### src/rtl/cal_pkg.sv
package cal_pkg;
    localparam int BYTE_W   = 8;
    localparam int DAY_W    = 16;
    localparam int TOD_N    = 3;

    localparam logic [BYTE_W-1:0] A_CTRL    = 8'h14;
    localparam logic [BYTE_W-1:0] A_SEC     = 8'h15;
    localparam logic [BYTE_W-1:0] A_MIN     = 8'h16;
    localparam logic [BYTE_W-1:0] A_HOUR    = 8'h17;
    localparam logic [BYTE_W-1:0] A_DAY_LO  = 8'h18;
    localparam logic [BYTE_W-1:0] A_DAY_HI  = 8'h19;
    localparam logic [BYTE_W-1:0] A_AMIN    = 8'h1A;
    localparam logic [BYTE_W-1:0] A_AHOUR   = 8'h1B;
    localparam logic [BYTE_W-1:0] A_ADAY_LO = 8'h1C;
    localparam logic [BYTE_W-1:0] A_ADAY_HI = 8'h1D;

    localparam logic [BYTE_W-1:0] SEC_MIN_LIMIT = 8'h59;
    localparam logic [BYTE_W-1:0] HOUR_LIMIT    = 8'h23;

    localparam int B_RUN   = 0;
    localparam int B_IE    = 1;
    localparam int B_FLAG  = 2;
    localparam int B_MEN   = 3;
    localparam int B_HEN   = 4;
    localparam int B_DEN   = 5;
    localparam int B_BUSY  = 7;

    typedef enum logic [2:0] {
        ST_IDLE  = 3'd0,
        ST_MIN   = 3'd1,
        ST_HOUR  = 3'd2,
        ST_DAY   = 3'd3,
        ST_CHECK = 3'd4
    } stage_e;

    typedef struct packed {
        stage_e                         stage;
        logic [TOD_N-1:0][BYTE_W-1:0]   tod;     // 0 sec, 1 min, 2 hour
        logic [DAY_W-1:0]               day;
        logic [BYTE_W-1:0]              amin;
        logic [BYTE_W-1:0]              ahour;
        logic [DAY_W-1:0]               aday;
        logic                           run;
        logic                           ie;
        logic                           flag;
        logic [2:0]                     cmp_en;  // 0 min, 1 hour, 2 day
    } cal_state_t;
endpackage

### src/rtl/cal_bcd_incr.sv
module cal_bcd_incr #(
    parameter int          W     = 8,
    parameter logic [W-1:0] LIMIT = 8'h59
) (
    input  logic [W-1:0] val_i,
    output logic [W-1:0] val_o,
    output logic         wrap_o
);
    localparam int NIB = W / 2;

    logic [NIB-1:0] ones, tens;

    always_comb begin
        ones   = val_i[NIB-1:0];
        tens   = val_i[W-1:NIB];
        wrap_o = 1'b0;
        if (val_i == LIMIT) begin
            val_o  = '0;
            wrap_o = 1'b1;
        end else if (ones == NIB'(9)) begin
            val_o = {tens + NIB'(1), {NIB{1'b0}}};
        end else begin
            val_o = {tens, ones + NIB'(1)};
        end
    end
endmodule

### src/rtl/cal_alarm_match.sv
module cal_alarm_match #(
    parameter int BW = 8,
    parameter int DW = 16
) (
    input  logic [2:0]    en_i,
    input  logic [BW-1:0] cur_min_i,
    input  logic [BW-1:0] cur_hour_i,
    input  logic [DW-1:0] cur_day_i,
    input  logic [BW-1:0] al_min_i,
    input  logic [BW-1:0] al_hour_i,
    input  logic [DW-1:0] al_day_i,
    output logic          hit_o
);
    logic [2:0] field_ok;

    always_comb begin
        field_ok[0] = !en_i[0] || (cur_min_i  == al_min_i);
        field_ok[1] = !en_i[1] || (cur_hour_i == al_hour_i);
        field_ok[2] = !en_i[2] || (cur_day_i  == al_day_i);
        hit_o       = (|en_i) && (&field_ok);
    end
endmodule

### src/rtl/cal_rtc_core.sv
module cal_rtc_core
    import cal_pkg::*;
(
    input  logic              clk,
    input  logic              rst_n,
    input  logic              sec_tick,
    input  logic [BYTE_W-1:0] reg_addr,
    input  logic [BYTE_W-1:0] reg_wdata,
    input  logic              reg_we,
    output logic [BYTE_W-1:0] reg_rdata,
    output logic              alarm_irq
);
    cal_state_t st_q, st_d;

    logic [TOD_N-1:0][BYTE_W-1:0] inc_val;
    logic [TOD_N-1:0]             inc_wrap;
    logic                         alarm_hit;
    logic                         busy;
    logic                         time_addr;
    logic                         time_wr;

    genvar gi;
    generate
        for (gi = 0; gi < TOD_N; gi++) begin : g_field
            localparam logic [BYTE_W-1:0] LIM = (gi == TOD_N - 1) ? HOUR_LIMIT : SEC_MIN_LIMIT;
            cal_bcd_incr #(.W(BYTE_W), .LIMIT(LIM)) u_inc (
                .val_i  (st_q.tod[gi]),
                .val_o  (inc_val[gi]),
                .wrap_o (inc_wrap[gi])
            );
        end
    endgenerate

    cal_alarm_match #(.BW(BYTE_W), .DW(DAY_W)) u_match (
        .en_i       (st_q.cmp_en),
        .cur_min_i  (st_q.tod[1]),
        .cur_hour_i (st_q.tod[2]),
        .cur_day_i  (st_q.day),
        .al_min_i   (st_q.amin),
        .al_hour_i  (st_q.ahour),
        .al_day_i   (st_q.aday),
        .hit_o      (alarm_hit)
    );

    assign busy      = (st_q.stage != ST_IDLE);
    assign time_addr = (reg_addr >= A_SEC) && (reg_addr <= A_DAY_HI);
    assign time_wr   = reg_we && time_addr;

    always_comb begin
        st_d = st_q;

        unique case (st_q.stage)
            ST_IDLE: begin
                if (sec_tick && st_q.run && !time_wr) begin
                    st_d.tod[0] = inc_val[0];
                    if (inc_wrap[0]) st_d.stage = ST_MIN;
                end
            end
            ST_MIN: begin
                st_d.tod[1] = inc_val[1];
                st_d.stage  = inc_wrap[1] ? ST_HOUR : ST_CHECK;
            end
            ST_HOUR: begin
                st_d.tod[2] = inc_val[2];
                st_d.stage  = inc_wrap[2] ? ST_DAY : ST_CHECK;
            end
            ST_DAY: begin
                st_d.day   = st_q.day + DAY_W'(1);
                st_d.stage = ST_CHECK;
            end
            ST_CHECK: begin
                st_d.stage = ST_IDLE;
            end
            default: st_d.stage = ST_IDLE;
        endcase

        if (reg_we) begin
            case (reg_addr)
                A_CTRL: begin
                    st_d.run       = reg_wdata[B_RUN];
                    st_d.ie        = reg_wdata[B_IE];
                    st_d.cmp_en[0] = reg_wdata[B_MEN];
                    st_d.cmp_en[1] = reg_wdata[B_HEN];
                    st_d.cmp_en[2] = reg_wdata[B_DEN];
                    if (reg_wdata[B_FLAG]) st_d.flag = 1'b0;
                end
                A_SEC:     if (!busy) st_d.tod[0]   = reg_wdata;
                A_MIN:     if (!busy) st_d.tod[1]   = reg_wdata;
                A_HOUR:    if (!busy) st_d.tod[2]   = reg_wdata;
                A_DAY_LO:  if (!busy) st_d.day[7:0]  = reg_wdata;
                A_DAY_HI:  if (!busy) st_d.day[15:8] = reg_wdata;
                A_AMIN:    st_d.amin        = reg_wdata;
                A_AHOUR:   st_d.ahour       = reg_wdata;
                A_ADAY_LO: st_d.aday[7:0]   = reg_wdata;
                A_ADAY_HI: st_d.aday[15:8]  = reg_wdata;
                default: ;
            endcase
        end

        // a hit in the check cycle wins over a clear written in the same cycle
        if (st_q.stage == ST_CHECK && alarm_hit) st_d.flag = 1'b1;
    end

    always_ff @(posedge clk) begin
        if (!rst_n) st_q <= '0;
        else        st_q <= st_d;
    end

    always_comb begin
        unique case (reg_addr)
            A_CTRL:    reg_rdata = {busy, 1'b0, st_q.cmp_en[2], st_q.cmp_en[1],
                                    st_q.cmp_en[0], st_q.flag, st_q.ie, st_q.run};
            A_SEC:     reg_rdata = st_q.tod[0];
            A_MIN:     reg_rdata = st_q.tod[1];
            A_HOUR:    reg_rdata = st_q.tod[2];
            A_DAY_LO:  reg_rdata = st_q.day[7:0];
            A_DAY_HI:  reg_rdata = st_q.day[15:8];
            A_AMIN:    reg_rdata = st_q.amin;
            A_AHOUR:   reg_rdata = st_q.ahour;
            A_ADAY_LO: reg_rdata = st_q.aday[7:0];
            A_ADAY_HI: reg_rdata = st_q.aday[15:8];
            default:   reg_rdata = '0;
        endcase
    end

    assign alarm_irq = st_q.flag & st_q.ie;

    p_stopped_hold_r5: assert property (@(posedge clk) disable iff (!rst_n)
        (!st_q.run && !reg_we && st_q.stage == ST_IDLE) |=> ($stable(st_q.tod) && $stable(st_q.day)));

    p_roll_starts_carry_r6: assert property (@(posedge clk) disable iff (!rst_n)
        (st_q.stage == ST_IDLE && sec_tick && st_q.run && !reg_we && st_q.tod[0] == 8'h59)
        |=> (st_q.stage == ST_MIN && st_q.tod[0] == 8'h00));

    p_check_ends_r6: assert property (@(posedge clk) disable iff (!rst_n)
        (st_q.stage == ST_CHECK) |=> (st_q.stage == ST_IDLE));

    p_sec_frozen_busy_r7: assert property (@(posedge clk) disable iff (!rst_n)
        (st_q.stage != ST_IDLE) |=> $stable(st_q.tod[0]));

    p_day_wrap_r4: assert property (@(posedge clk) disable iff (!rst_n)
        (st_q.stage == ST_DAY && st_q.day == 16'hFFFF) |=> (st_q.day == 16'h0000));

    p_flag_from_check_r8: assert property (@(posedge clk) disable iff (!rst_n)
        $rose(st_q.flag) |-> ($past(st_q.stage) == ST_CHECK));
endmodule

### config.mk
export PLATFORM = sky130hd
export DESIGN_NAME = cal_rtc_core
export DESIGN_NICKNAME = d
export VERILOG_FILES = /design/src/rtl/cal_pkg.sv /design/src/rtl/cal_bcd_incr.sv /design/src/rtl/cal_alarm_match.sv /design/src/rtl/cal_rtc_core.sv
export SDC_FILE = /design/constraint.sdc
export NUM_CORES = 1
export LEC_CHECK = 0
export ABC_AREA = 1
export BUFFER_PORTS_ARGS = -buffer_cell sky130_fd_sc_hd__buf_2
export CAP_MARGIN = 30
export CORE_ASPECT_RATIO = 1.5
export CORE_MARGIN = 4
export CORE_UTILIZATION = 42
export DETAILED_ROUTE_END_ITERATION = 7
export PLACE_DENSITY = 0.64
export SLEW_MARGIN = 10
export SYNTH_ARGS = -nofsm -noshare
export SYNTH_HDL_FRONTEND = slang
export SYNTH_SLANG_ARGS = --single-unit
export TNS_END_PERCENT = 5
### constraint.sdc
create_clock -name clk -period 1.65 [get_ports clk]
set_input_delay 0.33 -clock clk [delete_from_list [all_inputs] [get_ports clk]]
set_output_delay 0.33 -clock clk [all_outputs]
set_load 0.03 [all_outputs]
# Word level (Yosys, flattened, before mapping)
# Cells that the tools add are included.
[totals] regBits=81 in_bits=20 elab_cells=113
[op_classes] add_sub_neg=7 order_cmp=2 eq_ne=25 n_mux=38 bitwise_logic=1 n_reduce_logical=27
[ops] cell="8-bit two-way mux" n=24
[ops] cell="8-bit by 5-bit equality test with 1-bit output (second input constant)" n=10
[ops] cell="8-bit case mux with 10 select lines" n=1
[ops] cell="78-bit two-way mux" n=1
[ops] cell="4-bit by 1-bit adder with 4-bit output (second input constant)" n=6
[ops] cell="16-bit by 1-bit adder with 16-bit output (second input constant)" n=1
[ops] cell="16-bit equality test" n=1
[ops] cell="8-bit by 7-bit equality test with 1-bit output (second input constant)" n=2
[ops] cell="8-bit equality test" n=2
[ops] cell="16-bit two-way mux" n=1
[ops] cell="4-bit equality test (second input constant)" n=3
[ops] cell="3-bit two-way mux" n=4
[ops] cell="3-bit case mux with 4 select lines" n=1
[ops] cell="2-bit AND reduction" n=6
[ops] cell="8-bit by 6-bit equality test with 1-bit output (second input constant)" n=1
[ops] cell="8-bit by 5-bit greater-or-equal comparator with 1-bit output (second input constant)" n=1
[ops] cell="8-bit by 5-bit less-or-equal comparator with 1-bit output (second input constant)" n=1
[ops] cell="3-bit by 2-bit equality test with 1-bit output (second input constant)" n=2
[ops] cell="1-bit logical AND" n=6
[ops] cell="6-bit two-way mux" n=1
[ops] cell="3-bit AND reduction" n=2
[ops] cell="2-bit nonzero test" n=3
[ops] cell="1-bit two-way mux" n=5
[ops] cell="1-bit logical NOT" n=4
[ops] cell="other kinds (9)" n=11

# Longest topological paths before layout
# Gate-level depths: netlist of the first run.
[logic_depth] ltp_word=11 depth_mapped=13

# By module
# From an unflattened synthesis of the first run, not the netlist that was laid out.
[hier_totals] hier_cells=916 hier_area_um2=5730.5
[modules_own_cells] mod="cal_rtc_core" n_inst=1 cells_each=675 area_each_um2=4521.8 seq_area_each_um2=1621.6
[modules_own_cells] mod="cal_alarm_match" n_inst=1 cells_each=121 area_each_um2=550.5 seq_area_each_um2=0.0
[modules_own_cells] mod="cal_bcd_incr at g_field[0].u_inc ..." n_inst=2 cells_each=36 area_each_um2=216.5 seq_area_each_um2=0.0
[modules_own_cells] mod="cal_bcd_incr at g_field[2].u_inc" n_inst=1 cells_each=48 area_each_um2=225.2 seq_area_each_um2=0.0

# Worst setup path before layout of the first run
# No wires, ideal clock.
[synth_path] kind="input to output" startpoint="input reg_addr[4]" endpoint="output reg_rdata[2]" arrival_time_ps=1537 required_time_ps=1320 setup_slack_ps=-217 stages=11 n_path_buf=1 path_cell_list="inv_1 nor2_1 nand2_2 clkinv_4 nand3_2 nor2_2 buf_2 nand2_1 o21ai_0 nor2_1 nand4_1"
[synth_between] elab_chain_cells=2 word_cells_on_any_way=11 cone_classes="10 x eq/ne; 1 x mux"
[synth_lines] item="start: declaration" line="cal_rtc_core.sv:7" source="input logic [BYTE_W-1:0] reg_addr,"
[synth_lines] item="8-bit by 5-bit equality test with 1-bit output" line="cal_rtc_core.sv:110" source="unique case (reg_addr)"
[synth_lines] item="8-bit case mux with 10 select lines (*)" line="cal_rtc_core.sv:110"
[synth_lines] item="end: declaration" line="cal_rtc_core.sv:10" source="output logic [BYTE_W-1:0] reg_rdata,"
# Every way passes the cells marked *; elsewhere a longest branch is shown, timed or not.

# Final worst setup path of the first run
[layout_path] startpoint="input reg_addr[6]" endpoint="output reg_rdata[7]"
# Same word-level chain as after synthesis.

==> flow_summary_export.csv, run 1 <==
group,metric,value,unit
outcome,outcome,"finished with violations",
outcome,violations,"negative setup slack",
critical_path,crit_required,1.32,ns
critical_path,reg2reg_slack,0.07,ns
logic_synthesis,synthArstFlopShare,0,%
route,drc,0,
layout,fillers,1246,
grt,grt_overflow,0,
logic_synthesis,yosys_warnings,0,
critical_path,reg2reg_from,"st_q[79]",
placement,port-buffer-count,28,
clock_network,htreeDepth,3,
layout,largest_reg_flops,73,
critical_path,cp.arrival,1.64,ns
die,core_region_area,0.0126,mm2
timing,min_period_over_period,119,%
layout,fin_util,57.0,%
critical_path,path_buf_inv,4,
logic_synthesis,synth_edf_count,0,
critical_path,crit_fanout,6,
critical_path,timing.rr.end,"st_q[65]",
route,first_pass_iters,5,
die,dieArea,0.0150,mm2
logic_synthesis,synth_area_per_cell,6.46,um2
route,finalWirelength,20400,um
timing,hold-worst-slack,0.306,ns
critical_path,crit_path_cell_trace,"buf_6 -> nor2_4 -> nand2_4 -> clkinv_4 -> buf_4 -> nand4_2 -> o22ai_2 -> nor2_1 -> nand3b_1 -> buf_6",
logic_synthesis,synth_fp_nets,884,
clock_network,cts_buffers,9,
logic_synthesis,ys.flop_type,"dfxtp_1",
layout,final_net_count,1002,
power_and_ir_drop,p_leak,3.10,nW
clock_network,clk_pin_slew,0.06,ns
critical_path,cp-start-kind,"input pin",
power_and_ir_drop,switching_share,24.5,%
power_and_ir_drop,comb_power_share,7.4,%
min_path,hold_class,"in -> reg",
grt,grt_max_degree,35,
timing,max_freq,509,MHz
clock_network,clk_path_buf_depth,2,
clock_network,cts-root-buf,"clkbuf_16",
die,start_util,43.5,%
route,antenna_left,0,
grt,antenna_found_initial,0,
timing,setup_violations,8,
die,chipHeight,148,um
placement,place_area,0.00649,mm2
run,drv_cap,0,
timing,setup_ws,-0.316,ns
critical_path,critPathSlowestCell,"o22ai_2",
layout,top_register,"st_q",
route,wl_per_cell,18.1,um
timing,max_slew_margin,58.5,%
min_path,whs_path_depth,3,
power_and_ir_drop,clockPowerShare,49.4,%
clock_network,cts_sinks,81,
route,vias,6179,
route,viasPerCell,5.47,
layout,final_cell_area,0.00720,mm2
clock_network,hold_buffers,0,
critical_path,reg2reg_depth,8,
layout,area_delta_synth_final,31.0,%
layout,final_common_cell,"nand2_1",
timing,worst_pin_slew,0.621,ns
logic_synthesis,synth_cell_type_count,45,
clock_network,cts_tree,"built",
layout,reg_top3,"st_q (73)",
layout,layout_common_cells,"177 x nand2_1, 104 x buf_4, 103 x inv_1, 79 x a21oi_1, 76 x dfxtp_1",
critical_path,path_common_cell,"buf_6",
logic_synthesis,netlist_instances,851,
min_path,hp-start,"reg_wdata[4]",
timing,fin_skew,0.00519,ns
power_and_ir_drop,p_seq_share,43.1,%
die,die_x,101,um
placement,place_hpwl,15400,um
timing,rsz0062_at_grt,"yes",
critical_path,max_stage_delay,0.21,ns
layout,drive_above_1_share,26.0,%
placement,dp_worst_setup_slack,-0.522,ns
power_and_ir_drop,p_int,3.44,mW
critical_path,worstSetupPathType,"in -> out",
logic_synthesis,synth-seq-cells,81,
power_and_ir_drop,total_power,4.55,mW
route,drtIter0Drc,474,
grt,grt_pass1_wl,31400,um
grt,grt_util_all_layers,27.5,%
logic_synthesis,yosysSeqAreaShare,29.5,%
clock_network,clk_latency,0.34,ns
die,io_pins,29,
layout,antenna_cells,0,
critical_path,cpLargestDelayFamily,"simple AND/OR/NAND/NOR gates",
power_and_ir_drop,peakVddDrop,0.495,mV
timing,fin_crit,1.97,ns
die,fp-row-count,50,
grt,first_global_vias,6020,
timing,finalHoldViolCount,0,
critical_path,cp-end-kind,"primary output",
timing,drv_slew,0,
power_and_ir_drop,switchingPower,1.12,mW
min_path,hold_path_end,"st_q[74]",
logic_synthesis,synth_area,0.00549,mm2
placement,gp_congestion,1.00,
power_and_ir_drop,pwr_density_cell,632,mW/mm2
-- synth_stat cells (5+ instances only) --
cell / n / area [um2]
nor2_1: 64 / 240
a21oi_1: 80 / 400
nor2_4: 5 / 56.3
clkbuf_1: 16 / 60.1
o22ai_1: 14 / 87.6
nand3_1: 57 / 285
nand3b_1: 6 / 45.0
buf_2: 12 / 60.1
nor2_2: 7 / 43.8
dfxtp_1: 81 / 1620
xor2_1: 26 / 228
inv_2: 11 / 41.3
inv_1: 107 / 402
nand4_1: 20 / 125
nand2_1: 185 / 694
nand2_2: 7 / 43.8
o21ai_0: 72 / 360
o21ai_1: 10 / 50.1
nor3_1: 13 / 65.1
ha_1: 13 / 163
-- worst min-delay path, cell delays in order --
cell,delay (ns)
buf_2,0.14
nand2_1,0.07
a21oi_1,0.05
-- through the flow --
step / cells / setup TNS, ns
6_report: 1130 / -2.33
5_1_grt: 1130 / -3.47
4_1_cts: 1128 / -2.16
3_5_place_dp: 1102 / -8.81
3_3_place_gp: 1102 / -8.44
2_1_floorplan: 851 / -0.578
-- power groups by stage --
stage          combinational (mW)  clock [mW]  sequential (mW)
2_1_floorplan               0.159           0             2.01
3_3_place_gp                0.304           0             2.01
3_5_place_dp                0.303           0             2.01
4_1_cts                     0.326        2.28             1.96
5_1_grt                     0.356        2.37             1.96
6_report                    0.338        2.25             1.96
-- metal layers --
metal | global-route usage, % | up-vias | part of all wire [%]
li1 | - | 3020 | -
met1 | 29.4 | 2779 | 36
met2 | 48.1 | 269 | 49
met3 | 4.46 | 111 | 6.5
met4 | 19.6 | 0 | 8.2
met5 | 0 | - | 0
-- cell type report --
class	instances	area, um2	area share [%]
clock inverter	6	91.3	1.27
timing repair buffer	137	1060	14.7
tap	156	195	2.71
sequential	81	1630	22.6
multi-input combinational	617	3490	48.5
inverter	123	490	6.81
clock buffer	10	239	3.32
-- cell families after synthesis --
family          count (synthesis)  share of synthesized area (%)
buf+inv                       155                           11.3
fa+ha+maj                      13                           2.96
simple gates                  383                           33.3
compound gates                189                           18.1
xor+xnor                       30                           4.78
flops                          81                           29.5
-- how the worst max path moves through the flow --
stage                      from           end  slack [ns]  cells past startpoint
floorplan           reg_addr[4]  reg_rdata[6]       -0.09                      6
global placement    reg_addr[4]  reg_rdata[2]       -0.46                     10
detailed placement  reg_addr[4]  reg_rdata[1]       -0.52                     11
CTS                 reg_addr[6]  reg_rdata[5]       -0.28                     12
global route        reg_addr[5]  reg_rdata[6]       -0.42                     10
finish              reg_addr[6]  reg_rdata[7]       -0.32                     10
-- timing repair --
action                     4_1_cts  5_1_grt
pin swaps                       12        5
gates resized for setup         55       33
setup buffers                    8        1
gates cloned                     2        1
setup endpoints to repair        9       38
Power figures use the tool's default switching activity.
==> inputs of run 2 (changes only) <==
--- a/config.mk
+++ b/config.mk
@@ -10,9 +10,9 @@
 export CAP_MARGIN = 30
 export CORE_ASPECT_RATIO = 1.5
 export CORE_MARGIN = 4
-export CORE_UTILIZATION = 42
+export CORE_UTILIZATION = 45
 export DETAILED_ROUTE_END_ITERATION = 7
-export PLACE_DENSITY = 0.64
+export PLACE_DENSITY = 0.67
 export SLEW_MARGIN = 10
 export SYNTH_ARGS = -nofsm -noshare
 export SYNTH_HDL_FRONTEND = slang
==> flow_summary_export.csv, run 2 (same netlist as run 1, synthesis figures left out) <==
group,metric,value,unit
outcome,outcome,"finished with violations",
outcome,violations,"negative setup slack",
timing,finalHoldViolCount,0,
timing,fin_crit,1.96,ns
timing,setup-tns-final,-2.23,ns
timing,max_slew_margin,70.3,%
critical_path,worstSetupPathType,"in -> out",
route,drtIter0Drc,414,
min_path,hold_path_end,"st_q[28]",
clock_network,cts_tree,"built",
clock_network,hold_buffers,0,
critical_path,cp-start-kind,"input pin",
grt,grt_pass1_wl,31100,um
power_and_ir_drop,peakVddDrop,0.451,mV
critical_path,reg2reg_from,"st_q[63]",
power_and_ir_drop,p_leak,3.02,nW
placement,dp.cells,1095,
clock_network,clk_latency,0.35,ns
grt,top_usage_layer,"met2",
min_path,hp-start,"rst_n",
clock_network,cts_buffers,9,
placement,dp_worst_setup_slack,-0.405,ns
die,io_pins,29,
placement,gp_congestion,0.980,
critical_path,cp.arrival,1.63,ns
layout,top_register,"st_q",
route,antenna_left,0,
die,core_region_area,0.0120,mm2
placement,place_hpwl,15600,um
critical_path,crit_path_cell_trace,"buf_8 -> inv_8 -> nor2_4 -> nand2_4 -> clkinv_4 -> nand4_1 -> buf_6 -> o21ai_1 -> buf_4 -> nor2_2 -> nand4_1 -> buf_6",
layout,largest_reg_flops,73,
layout,drive_above_1_share,25.1,%
power_and_ir_drop,switching_share,24.7,%
grt,first_global_vias,5973,
grt,gr-usage-met2,50.8,%
grt,use_met1,29.3,%
clock_network,clk_pin_slew,0.06,ns
grt,grt_max_degree,33,
clock_network,clk_path_buf_depth,2,
die,chipHeight,143,um
critical_path,critPathSlowestCell,"buf_6",
layout,reg_top3,"st_q (73)",
route,viasPerCell,5.57,
grt,grt_util_all_layers,28.5,%
timing,worst_pin_slew,0.444,ns
min_path,whs_path_depth,3,
timing,drv_slew,0,
critical_path,timing.rr.end,"st_q[69]",
min_path,hold_class,"in -> reg",
timing,max_freq,510,MHz
critical_path,reg2reg_depth,11,
route,vias,6241,
timing,setup_violations,8,
route,finalWirelength,20200,um
grt,grt_overflow,0,
clock_network,cts-root-buf,"clkbuf_16",
die,die_x,98.2,um
layout,final_cell_area,0.00708,mm2
critical_path,crit_fanout,8,
timing,fin_skew,0.00777,ns
power_and_ir_drop,clockPowerShare,49.2,%
layout,area_delta_synth_final,28.9,%
layout,final_net_count,995,
critical_path,max_stage_delay,0.18,ns
critical_path,crit_required,1.32,ns
grt,grt_use_met3,4.76,%
layout,stdcell_count,1120,
timing,min_period_over_period,119,%
layout,final_common_cell,"nand2_1",
placement,place_area,0.00647,mm2
critical_path,reg2reg_slack,0.08,ns
power_and_ir_drop,switchingPower,1.12,mW
power_and_ir_drop,total_power,4.52,mW
power_and_ir_drop,comb_power_share,7.3,%
route,drc,0,
route,wl_per_cell,18.0,um
placement,port-buffer-count,28,
die,fp-row-count,49,
grt,antenna_found_initial,0,
die,dieArea,0.0141,mm2
critical_path,cp-end-kind,"primary output",
run,drv_cap,0,
timing,rsz0062_at_grt,"yes",
route,first_pass_iters,5,
layout,layout_common_cells,"178 x nand2_1, 104 x inv_1, 100 x buf_4, 79 x a21oi_1, 74 x dfxtp_1",
layout,fin_util,59.2,%
layout,antenna_cells,0,
clock_network,htreeDepth,3,
clock_network,cts_sinks,81,
timing,setup_ws,-0.312,ns
power_and_ir_drop,pwr_density_cell,638,mW/mm2
timing,hold-worst-slack,0.313,ns
die,start_util,46.0,%
power_and_ir_drop,p_seq_share,43.5,%
power_and_ir_drop,p_int,3.40,mW
[run 2: cell count changes in the layout (fill, tap and decap cells not counted), moves of 3 or more]
cell	previous run	this run
buf_4	104	100
buf_6	14	11
dfxtp_2	4	7
nor2_1	52	55
[run 2: power groups by stage]
| stage | sequential [mW] | clock [mW] | combinational, mW |
|---|---|---|---|
| 2_1_floorplan | 2.01 | 0 | 0.159 |
| 3_3_place_gp | 2.01 | 0 | 0.301 |
| 3_5_place_dp | 2.01 | 0 | 0.301 |
| 4_1_cts | 1.96 | 2.22 | 0.311 |
| 5_1_grt | 1.96 | 2.31 | 0.347 |
| 6_report | 1.96 | 2.22 | 0.328 |
[run 2: routing by layer]
layer	share of wire (%)	up-vias
li1	-	3010
met1	35	2848
met2	49	259
met3	6.6	124
met4	9.2	0
met5	0	-
[run 2: worst max path at each step]
stage,depth (start not counted),end,start,slack (ns)
finish,12,reg_rdata[2],reg_addr[4],-0.31
global route,10,reg_rdata[6],reg_addr[5],-0.40
CTS,10,reg_rdata[6],reg_addr[7],-0.30
detailed placement,10,reg_rdata[6],reg_addr[4],-0.40
global placement,10,reg_rdata[6],reg_addr[4],-0.40
floorplan,6,reg_rdata[6],reg_addr[4],-0.09
[run 2: cell type report]
class	instances	area, um2
flip-flops and latches	81	1630
multi-input cells	616	3430
clock buffers	10	229
fillers	1193	4870
clock inverters	6	92.6
repair buffers	131	1010
well taps	153	191
inverters	123	490
[run 2: repair_timing]
| item | 4_1_cts | 5_1_grt |
|---|---|---|
| gates resized for setup | 33 | 44 |
| cloned | 0 | 1 |
| pin swaps | 7 | 16 |
| setup endpoints to repair | 11 | 37 |
| hold endpoints to repair | 0 | 0 |
| buffers inserted | 5 | 3 |
[run 2: worst max-delay path, delay by kind of cell]
family	cells	cell delay, ns
AOI/OAI and AO/OA	1	0.06
buffers and inverters	6	0.71
and+or+nand+nor	5	0.53
==> inputs of run 3 (changes only) <==
--- a/config.mk
+++ b/config.mk
@@ -12,6 +12,7 @@
 export CORE_MARGIN = 4
 export CORE_UTILIZATION = 45
 export DETAILED_ROUTE_END_ITERATION = 7
+export GPL_TIMING_DRIVEN = 0
 export PLACE_DENSITY = 0.67
 export SLEW_MARGIN = 10
 export SYNTH_ARGS = -nofsm -noshare
==> flow_summary_export.csv, run 3 (same netlist as run 1, synthesis figures left out) <==
group,metric,value,unit
critical_path,critPathSlowestCell,"buf_2",
die,core_region_area,0.0120,mm2
critical_path,path_buf_inv,5,
power_and_ir_drop,switchingPower,1.21,mW
route,antenna_left,0,
timing,max_slew_margin,38.0,%
clock_network,htreeDepth,3,
layout,top_register,"st_q",
placement,place_hpwl,15100,um
layout,antenna_cells,0,
power_and_ir_drop,p_leak,2.75,nW
die,chipHeight,143,um
timing,drv_slew,0,
die,io_pins,29,
timing,fin_skew,0.00805,ns
critical_path,crit_fanout,5,
clock_network,cts_tree,"built",
layout,final_net_count,936,
placement,gp_congestion,0.965,
grt,first_global_vias,5635,
critical_path,path_common_cell,"buf_6",
critical_path,crit_required,1.32,ns
critical_path,cp.arrival,1.69,ns
clock_network,clk_latency,0.35,ns
run,drv_cap,0,
power_and_ir_drop,pwr_density_cell,664,mW/mm2
layout,fin_util,56.1,%
grt,grt_pass1_wl,31000,um
layout,largest_reg_flops,73,
clock_network,clk_path_buf_depth,2,
timing,max_freq,494,MHz
timing,fin_crit,2.02,ns
clock_network,clk_pin_slew,0.07,ns
critical_path,cp-start-kind,"input pin",
timing,finalHoldViolCount,0,
power_and_ir_drop,clockPowerShare,48.7,%
layout,area_delta_synth_final,22.0,%
layout,drive_above_1_share,20.4,%
layout,final_common_cell,"nand2_1",
timing,rsz0062_at_grt,"yes",
layout,layout_common_cells,"175 x nand2_1, 104 x inv_1, 79 x a21oi_1, 72 x dfxtp_1, 59 x o21ai_0",
route,finalWirelength,20500,um
layout,fillers,1198,
outcome,outcome,"finished with violations",
route,viasPerCell,5.71,
route,drtIter0Drc,569,
outcome,violations,"negative setup slack",
power_and_ir_drop,switching_share,27.1,%
clock_network,cts-root-buf,"clkbuf_16",
die,fp-row-count,49,
clock_network,cts_sinks,81,
placement,port-buffer-count,18,
die,start_util,46.0,%
power_and_ir_drop,p_seq_share,44.1,%
clock_network,cts_buffers,9,
power_and_ir_drop,peakVddDrop,0.450,mV
timing,setup_violations,11,
grt,grt_util_all_layers,28.5,%
min_path,hold_class,"in -> reg",
route,drc,0,
critical_path,cpLargestDelayFamily,"buffers and inverters",
layout,reg_top3,"st_q (73)",
critical_path,crit_path_cell_trace,"buf_2 -> inv_1 -> nand2_4 -> nor2_4 -> buf_6 -> buf_4 -> nand2_1 -> o21ai_0 -> nor2_2 -> nand3b_1 -> buf_6",
timing,worst_pin_slew,0.931,ns
power_and_ir_drop,comb_power_share,7.1,%
power_and_ir_drop,p_int,3.25,mW
grt,antenna_found_initial,0,
route,wl_per_cell,19.3,um
grt,grt_max_degree,17,
critical_path,max_stage_delay,0.20,ns
die,die_x,98.2,um
grt,grt_overflow,0,
route,first_pass_iters,6,
timing,min_period_over_period,123,%
critical_path,cp-end-kind,"primary output",
power_and_ir_drop,total_power,4.45,mW
critical_path,worstSetupPathType,"in -> out",
die,dieArea,0.0141,mm2
route,vias,6059,
timing,setup_ws,-0.375,ns
## run 3: cell types whose count changed in the layout (fill, tap and decap cells not counted), sizes merged
cell	previous run	this run
inv	119	125
clkbuf	10	24
bufinv	2	1
clkinv	6	4
buf	131	57
clkinvlp	2	0
## run 3: area by class of cell
cell class | count | area, um2 | share of cell area, %
tap | 153 | 191 | 2.86
inverter | 123 | 495 | 7.39
timing repair buffer | 41 | 349 | 5.21
multi-input combinational | 616 | 3540 | 52.8
clock buffer | 9 | 225 | 3.36
sequential | 81 | 1630 | 24.4
clock inverter | 7 | 82.6 | 1.23
buffer | 31 | 184 | 2.74
## run 3: worst paths after layout
kind | slack (ns) | to | startpoint | cells after the start
worst max-delay path | -0.37 | reg_rdata[5] | reg_addr[0] | 11
worst min-delay path | 0.38 | st_q[35] | reg_wdata[5] | 3
worst max register to register | -0.05 | st_q[46] | st_q[78] | 12
worst min register to register | 0.49 | st_q[5] | st_q[5] | 2
## run 3: repair_timing
item / 4_1_cts / 5_1_grt
pin swaps: 14 / 22
setup endpoints to repair: 24 / 46
resized for setup: 48 / 62
setup buffers: 12 / 11
hold buffers: 0 / 0
gates cloned: 0 / 1
## run 3: metrics by stage
step | worst slack (ns) | TNS [ns] | hold slack, ns | std cells | cell area, um2
2_1_floorplan | -0.0853 | -0.578 | 0.451 | 851 | 5580
3_3_place_gp | -0.724 | -11.44 | 0.471 | 1022 | 5860
6_report | -0.375 | -2.84 | 0.381 | 1061 | 6700
3_5_place_dp | -0.730 | -11.84 | 0.473 | 1022 | 5860
5_1_grt | -0.415 | -4.80 | 0.401 | 1061 | 6700
4_1_cts | -0.384 | -4.63 | 0.369 | 1050 | 6410
## run 3: power by group through the flow
| stage | Combinational [mW] | Clock [mW] | Sequential [mW] |
|---|---|---|---|
| finish | 0.317 | 2.17 | 1.97 |
| global route | 0.332 | 2.25 | 1.96 |
| CTS | 0.288 | 2.18 | 1.96 |
| detailed placement | 0.273 | 0 | 2.01 |
| global placement | 0.274 | 0 | 2.01 |
| floorplan | 0.159 | 0 | 2.01 |
## run 3: tightest hold or removal path, delay by kind of cell
kind | cells | cell delay (ns)
compound gates | 1 | 0.06
buf+inv | 1 | 0.19
simple gates | 1 | 0.11
## run 3: per-layer routing
layer | global-route usage [%] | vias up | share of wire [%] | routed length [um]
met5 | 0 | - | 0 | 0
met4 | 21.2 | 0 | 8.0 | 1640
met3 | 4.03 | 97 | 6.6 | 1350
met2 | 50.0 | 300 | 49 | 10000
met1 | 31.2 | 2767 | 36 | 7440
li1 | - | 2895 | - | -
